--- src/rtl/pit_pkg.sv ---
package pit_pkg;
    localparam int SEL_W     = 3;
    localparam int MAX_TICKS = 600;
    localparam int CNT_W     = $clog2(MAX_TICKS);

    typedef logic [SEL_W-1:0] sel_t;
    typedef logic [CNT_W-1:0] cnt_t;

    typedef struct packed {
        sel_t sel;
        logic rpt;
    } cfg_t;

    // last count value before expiry for each delay code
    function automatic cnt_t last_count(input sel_t s);
        case (s)
            3'd1:    return cnt_t'(0);
            3'd2:    return cnt_t'(4);
            3'd3:    return cnt_t'(9);
            3'd4:    return cnt_t'(49);
            3'd5:    return cnt_t'(99);
            3'd6:    return cnt_t'(299);
            3'd7:    return cnt_t'(MAX_TICKS - 1);
            default: return cnt_t'(0);
        endcase
    endfunction

    function automatic logic sel_active(input sel_t s);
        return s != '0;
    endfunction
endpackage

--- src/rtl/pit_cfg_track.sv ---
module pit_cfg_track
    import pit_pkg::*;
(
    input  logic clk,
    input  logic rst,
    input  cfg_t cfg_in,
    output cfg_t cfg_q,
    output logic reprog
);
    assign reprog = (cfg_in != cfg_q);

    always_ff @(posedge clk) begin
        if (rst) begin
            cfg_q <= '0;
        end else if (reprog) begin
            cfg_q <= cfg_in;
        end
    end
endmodule

--- src/rtl/pit_countdown.sv ---
module pit_countdown
    import pit_pkg::*;
(
    input  logic clk,
    input  logic rst,
    input  logic tick,
    input  logic reprog,
    input  cfg_t cfg_q,
    output logic expire,
    output cnt_t cnt,
    output cnt_t term
);
    logic armed;
    logic counting;

    always_comb begin
        term     = last_count(cfg_q.sel);
        counting = !reprog && armed && sel_active(cfg_q.sel) && tick;
        expire   = counting && (cnt == term);
    end

    always_ff @(posedge clk) begin
        if (rst || reprog) begin
            cnt   <= '0;
            armed <= 1'b1;
        end else if (counting) begin
            if (cnt == term) begin
                cnt   <= '0;
                armed <= cfg_q.rpt;
            end else begin
                cnt <= cnt + cnt_t'(1);
            end
        end
    end
endmodule

--- src/rtl/pit_irq_out.sv ---
module pit_irq_out (
    input  logic clk,
    input  logic rst,
    input  logic expire,
    input  logic ctrl_rd,
    input  logic test_mode,
    input  logic osc_in,
    output logic pend,
    output logic irq_n,
    output logic irq_oe
);
    always_ff @(posedge clk) begin
        if (rst) begin
            pend <= 1'b0;
        end else if (expire) begin
            pend <= 1'b1;
        end else if (ctrl_rd) begin
            pend <= 1'b0;
        end
    end

    always_comb begin
        if (test_mode) begin
            irq_oe = 1'b1;
            irq_n  = osc_in;
        end else begin
            irq_oe = pend;
            irq_n  = 1'b0;
        end
    end
endmodule

--- src/rtl/pit_timer.sv ---
module pit_timer
    import pit_pkg::*;
(
    input  logic             clk,
    input  logic             rst,
    input  logic             tick_10hz,
    input  logic             osc_in,
    input  logic [SEL_W-1:0] delay_sel,
    input  logic             repeat_en,
    input  logic             ctrl_rd,
    input  logic             test_mode,
    output logic             irq_n,
    output logic             irq_oe
);
    cfg_t cfg_in;
    cfg_t cfg_q;
    logic reprog;
    logic expire;
    logic pend_q;
    cnt_t cnt_q;
    cnt_t term_val;

    assign cfg_in = '{sel: delay_sel, rpt: repeat_en};

    pit_cfg_track u_cfg (
        .clk    (clk),
        .rst    (rst),
        .cfg_in (cfg_in),
        .cfg_q  (cfg_q),
        .reprog (reprog)
    );

    pit_countdown u_cnt (
        .clk    (clk),
        .rst    (rst),
        .tick   (tick_10hz),
        .reprog (reprog),
        .cfg_q  (cfg_q),
        .expire (expire),
        .cnt    (cnt_q),
        .term   (term_val)
    );

    pit_irq_out u_out (
        .clk       (clk),
        .rst       (rst),
        .expire    (expire),
        .ctrl_rd   (ctrl_rd),
        .test_mode (test_mode),
        .osc_in    (osc_in),
        .pend      (pend_q),
        .irq_n     (irq_n),
        .irq_oe    (irq_oe)
    );
endmodule

--- config.mk ---
export PLATFORM = sky130hd
export DESIGN_NAME = pit_timer
export DESIGN_NICKNAME = d
export VERILOG_FILES = /design/src/rtl/pit_pkg.sv /design/src/rtl/pit_cfg_track.sv /design/src/rtl/pit_countdown.sv /design/src/rtl/pit_irq_out.sv /design/src/rtl/pit_timer.sv
export SDC_FILE = /design/constraint.sdc
export NUM_CORES = 1
export LEC_CHECK = 0
export BUFFER_PORTS_ARGS = -buffer_cell sky130_fd_sc_hd__buf_4
export CORE_MARGIN = 1
export CORE_UTILIZATION = 40
export DETAILED_ROUTE_END_ITERATION = 16
export PLACE_DENSITY = 0.55
export SLEW_MARGIN = 20
export SYNTH_ARGS = -nofsm -noshare
export SYNTH_HDL_FRONTEND = slang
export SYNTH_HIERARCHICAL = 1
export SYNTH_SLANG_ARGS = --single-unit
export TNS_END_PERCENT = 30
--- constraint.sdc ---
create_clock -name clk -period 2.4 [get_ports clk]
set_clock_uncertainty 0.1 [all_clocks]
set_input_delay 0.24 -clock clk [delete_from_list [all_inputs] [get_ports clk]]
set_output_delay 0.24 -clock clk [all_outputs]
set_load 0.1 [all_outputs]
==> results_dict.tcl, run 1 <==
set metrics [dict create \
    dieArea_um2 2690 \
    wl_per_cell_um 12.9 \
    overflow 0 \
    rrSetupSlack_ns 0.25 \
    hold_buffers 0 \
    die_h_um 51.8 \
    top_usage_layer "met2" \
    cts-root-buf "clkbuf_4" \
    cts_buffer_depth 2 \
    slowest_delay_ns 0.48 \
    worst_pin_slew_ns 0.453 \
    status "finished, final reports clean" \
    antenna_found_initial 0 \
    numCtsBuffers 3 \
    cpMaxStageDelayCell "dfxtp_1" \
    setup_violations 0 \
    antenna_cells 0 \
    critPathTopFamily "compound AO/OA/AOI/OAI gates" \
    hold_class "in2reg" \
    postRouteAntennaNets 0 \
    grt_max_degree 11 \
    clock_sinks 16 \
    io_buffers 11 \
    syn_nets 120 \
    path_max_fanout 10 \
    drc 0 \
    path_buf_inv 0 \
    ios 12 \
    hold_viol 0 \
    syn_inst 109 \
    fillers 204 \
    final_cell_mix "buf_4, dfxtp_1, nor2_1, xnor2_1, nand2_1" \
    met1_usage_pct 22.8 \
    p_per_area_nw_per_um2 463 \
    clk_latency_ns 0.28 \
    finalSetupTns_ns 0 \
    grtUsageMet2_pct 24.1 \
    core_area_um2 2280 \
    drtIter0Drc 19 \
    leakage_nw 0.401 \
    drive_gt1_share_pct 28.0 \
    fin_crit_sh_pct 89.4 \
    post_cts_buffers 0 \
    path_class "reg2reg" \
    required_ns 2.46 \
    avgSynthCellArea_um2 9.11 \
    grt_pass1_vias 702 \
    gp_congestion 0.737 \
    rsz0062_at_grt "false" \
    viasPerCell 5.26 \
    dp_hpwl_mm 1.51 \
    rows 17 \
    peakVddDrop_mv 0.218 \
    num_vias 805 \
    routed_wl_mm 1.98 \
    ctsResizeCount 0 \
    grt_pass1_wl_mm 3.22 \
    dr.pass1.iters 4 \
    end_kind "flop" \
    clk_pin_slew_ns 0.09 \
    grt_util_met3_pct 2.63 \
    maxCapViolCount 0 \
    die_w_um 51.8 \
    synth_area_um2 993 \
    cts-htree-levels 1 \
    fin_nets 137 \
    cp_cell_sequence "xnor2_1, nand4_1, nand3b_1, nor2_4, o2111ai_2, o31ai_4, nor2_1" \
    track_usage_pct 16.6 \
    cp-start-kind "flop" \
    finalCriticalPeriod_ns 2.15 \
    finalPower_mw 0.531 \
    arrival_ns 2.21 \
    fmaxAchievable_ghz 0.466 \
    area_growth_pct 15.5 \
    drv_slew 0 \
    cts_tree "yes" \
    max-slew-margin-rel_pct 69.8 \
    yosys_warnings 6 \
    start_util_pct 43.7 \
]
stage by stage:
| step | instance area, um2 | setup slack, ns | hold slack [ns] | instances | utilization (%) |
|---|---|---|---|---|---|
| finish | 1150 | 0.254 | 0.0485 | 153 | 50.4 |
| global route | 1150 | 0.0720 | 0.0314 | 153 | 50.4 |
| CTS | 1150 | 0.261 | 0.0404 | 153 | 50.4 |
| detailed placement | 1110 | 0.304 | 0.350 | 149 | 48.8 |
| global placement | 1110 | 0.367 | 0.352 | 149 | 48.8 |
| floorplan | 993 | 0.455 | 0.202 | 109 | - |
path summary, 6_finish.rpt:
path	to	cells past startpoint	from
worst max-delay path	u_cnt/cnt[8]$_SDFFE_PP0P_	7	u_cfg/cfg_q[2]$_SDFFE_PP0P_
worst min-delay path	u_out/pend$_SDFFE_PP0P_	2	rst
worst max register to register	u_cnt/cnt[8]$_SDFFE_PP0P_	7	u_cfg/cfg_q[2]$_SDFFE_PP0P_
worst min register to register	u_out/pend$_SDFFE_PP0P_	2	u_out/pend$_SDFFE_PP0P_
state kept, by name, summed over array words and instances (netlist names):
signal and cells:
u_out/pend 1, u_cfg/cfg_q 4, u_cnt/armed 1, u_cnt/cnt 10
final cells by class:
| type | count | area, um2 | area share [%] |
|---|---|---|---|
| clock buffers | 4 | 36.3 | 3.16 |
| inverters | 5 | 18.8 | 1.64 |
| flip-flops and latches | 16 | 320 | 27.9 |
| multi-input cells | 84 | 617 | 53.8 |
| well taps | 28 | 35.0 | 3.05 |
| repair buffers | 16 | 120 | 10.5 |
report_power, final:
| part | switching, mW | leakage [nW] | internal, mW |
|---|---|---|---|
| Clock | 0.0847 | 0.0210 | 0.0923 |
| Sequential | 0.00408 | 0.130 | 0.269 |
| Combinational | 0.0457 | 0.250 | 0.0351 |
metal layers:
metal,share of wire (%),vias up
met5,0,-
met4,2.1,0
met3,2.6,4
met2,46,12
met1,49,378
li1,-,411
No activity file was read; power rests on OpenSTA's default activity.
==> run 2, diff against run 1 <==
--- a/config.mk
+++ b/config.mk
@@ -9,7 +9,9 @@
 export CORE_MARGIN = 1
 export CORE_UTILIZATION = 40
 export DETAILED_ROUTE_END_ITERATION = 16
-export PLACE_DENSITY = 0.55
+export PLACE_DENSITY = 0.57
+export RECOVER_POWER = 100
+export SETUP_SLACK_MARGIN = 0.4
 export SLEW_MARGIN = 20
 export SYNTH_ARGS = -nofsm -noshare
 export SYNTH_HDL_FRONTEND = slang
==> constraint.sdc (replaced) <==
create_clock -name clk -period 1.9 [get_ports clk]
set_clock_uncertainty 0.1 [all_clocks]
set_input_delay 0.19 -clock clk [delete_from_list [all_inputs] [get_ports clk]]
set_output_delay 0.19 -clock clk [all_outputs]
set_load 0.1 [all_outputs]
==> results_dict.tcl, run 2 (synthesis gave the netlist of run 1 again) <==
set metrics [dict create \
    required_ns 1.97 \
    peakVddDrop_mv 0.300 \
    path_max_fanout 3 \
    drive_gt1_share_pct 35.1 \
    fin_nets 143 \
    gp_congestion 0.752 \
    clk_latency_ns 0.29 \
    drv_slew 0 \
    drc 0 \
    track_usage_pct 19.2 \
    cts-htree-levels 1 \
    grt_pass1_vias 813 \
    largest_register_ffs 10 \
    antenna_cells 0 \
    maxCapViolCount 0 \
    mostFrequentLayoutCell "buf_4" \
    area_growth_pct 25.9 \
    hold_class "in2reg" \
    utilization_pct 55.0 \
    finalCriticalPeriod_ns 1.98 \
    reg_top3 "u_cnt/cnt: 10 flops, u_cfg/cfg_q: 4 flops" \
    setup_violations 11 \
    startpoint "u_cfg/cfg_q[1]$_SDFFE_PP0P_" \
    rr_startpoint "u_cfg/cfg_q[1]$_SDFFE_PP0P_" \
    dr.pass1.iters 4 \
    cts-root-buf "clkbuf_4" \
    numCtsBuffers 3 \
    reg2reg_depth 8 \
    max-slew-margin-rel_pct 22.5 \
    cp_cell_sequence "xnor2_2, nand4_1, nand3b_1, buf_4, nor2_4, o2111ai_4, o41ai_1, nand2_1" \
    num_vias 828 \
    start_util_pct 43.7 \
    postRouteAntennaNets 0 \
    end_kind "flop" \
    layout.cells.non_filler 159 \
    cpMaxStageDelayCell "dfxtp_4" \
    die_h_um 51.8 \
    rsz0062_at_grt "true" \
    cts_buffer_depth 2 \
    overflow 0 \
    p_per_area_nw_per_um2 519 \
    fmaxAchievable_ghz 0.506 \
    cp-start-kind "flop" \
    dp_hpwl_mm 1.65 \
    violations "setup timing" \
    place_area_um2 1170 \
    grt_max_degree 13 \
    rrSetupSlack_ns -0.08 \
    worst_slack_ns -0.0760 \
    rows 17 \
    antenna_found_initial 0 \
    regMostFlops "u_cnt/cnt" \
    cts_tree "yes" \
    final_area_um2 1250 \
    drtIter0Drc 13 \
    leakage_nw 0.439 \
    hold_viol 0 \
    routed_wl_mm 2.24 \
    final_cell_mix "buf_4, dfxtp_1, nor2_1, xnor2_1, nand2_1" \
    crit_end "u_cnt/armed$_SDFFE_PP1P_" \
    viasPerCell 5.21 \
    clk_pin_slew_ns 0.10 \
    wl_per_cell_um 14.1 \
    fin_crit_sh_pct 104 \
    die_w_um 51.8 \
    dieArea_um2 2690 \
    path_class "reg2reg" \
    io_buffers 11 \
    status "finished, violations left" \
    worst_pin_slew_ns 1.17 \
    slowest_delay_ns 0.37 \
    clock_sinks 16 \
    ios 12 \
    core_area_um2 2280 \
    reg2reg_to "u_cnt/armed$_SDFFE_PP1P_" \
    grt_pass1_wl_mm 3.68 \
    arrival_ns 2.05 \
    dp.cells 153 \
]
[run 2: through the flow]
step	worst slack (ns)	power (mW)	hold WS, ns	setup TNS (ns)
4_1_cts	-0.00357	0.662	0.0150	-0.00357
2_1_floorplan	0.0718	0.425	0.152	0
6_report	-0.0760	0.649	0.0311	-0.365
3_3_place_gp	-0.000144	0.457	0.301	-0.000144
5_1_grt	-0.161	0.685	0.0239	-1.66
3_5_place_dp	-0.00393	0.459	0.305	-0.00393
[run 2: critical path: cells and delay by family, from the launching register on]
family	cells	cell delay, ns
AO/OA/AOI/OAI	2	0.49
XOR/XNOR	1	0.17
buffers and inverters	1	0.16
AND/OR/NAND/NOR	4	0.55
flip-flops	1	0.37
[run 2: worst min path at each step]
stage,from,endpoint,cells after the start
after floorplan,rst,u_cfg/cfg_q[1]$_SDFFE_PP0P_,1
after global placement,rst,u_cfg/cfg_q[1]$_SDFFE_PP0P_,2
after detailed placement,rst,u_cfg/cfg_q[1]$_SDFFE_PP0P_,2
after CTS,delay_sel[2],u_cfg/cfg_q[3]$_SDFFE_PP0P_,2
after global routing,delay_sel[1],u_cfg/cfg_q[2]$_SDFFE_PP0P_,2
final,repeat_en,u_cfg/cfg_q[0]$_SDFFE_PP0P_,2
[run 2: power breakdown]
| group | switching (mW) | internal (mW) | total, mW |
|---|---|---|---|
| Sequential | 0.00461 | 0.340 | 0.344 |
| Combinational | 0.0630 | 0.0501 | 0.113 |
| Clock | 0.110 | 0.0817 | 0.191 |
| Total | 0.177 | 0.472 | 0.649 |
[run 2: final cells by class]
type / count / area [um2]
timing repair buffer: 22 / 174
multi-input combinational: 84 / 671
clock buffer: 4 / 26.3
tap: 28 / 35.0
fill: 236 / 1020
inverter: 5 / 18.8
sequential: 16 / 327
[run 2: repair_timing]
action	in CTS	in global routing
hold buffers	1	0
buffers inserted	1	0
endpoints found under the setup margin	12	12
pin swaps	3	0
resized for setup	6	2
endpoints found under the hold margin	5	0
[run 2: metal layers]
| layer | track usage [%] | wire (um) | part of all wire [%] |
|---|---|---|---|
| met5 | 0 | 0 | 0 |
| met4 | 9.46 | 36 | 1.6 |
| met3 | 3.51 | 26 | 1.2 |
| met2 | 30.3 | 1120 | 50 |
| met1 | 24.6 | 1060 | 47 |
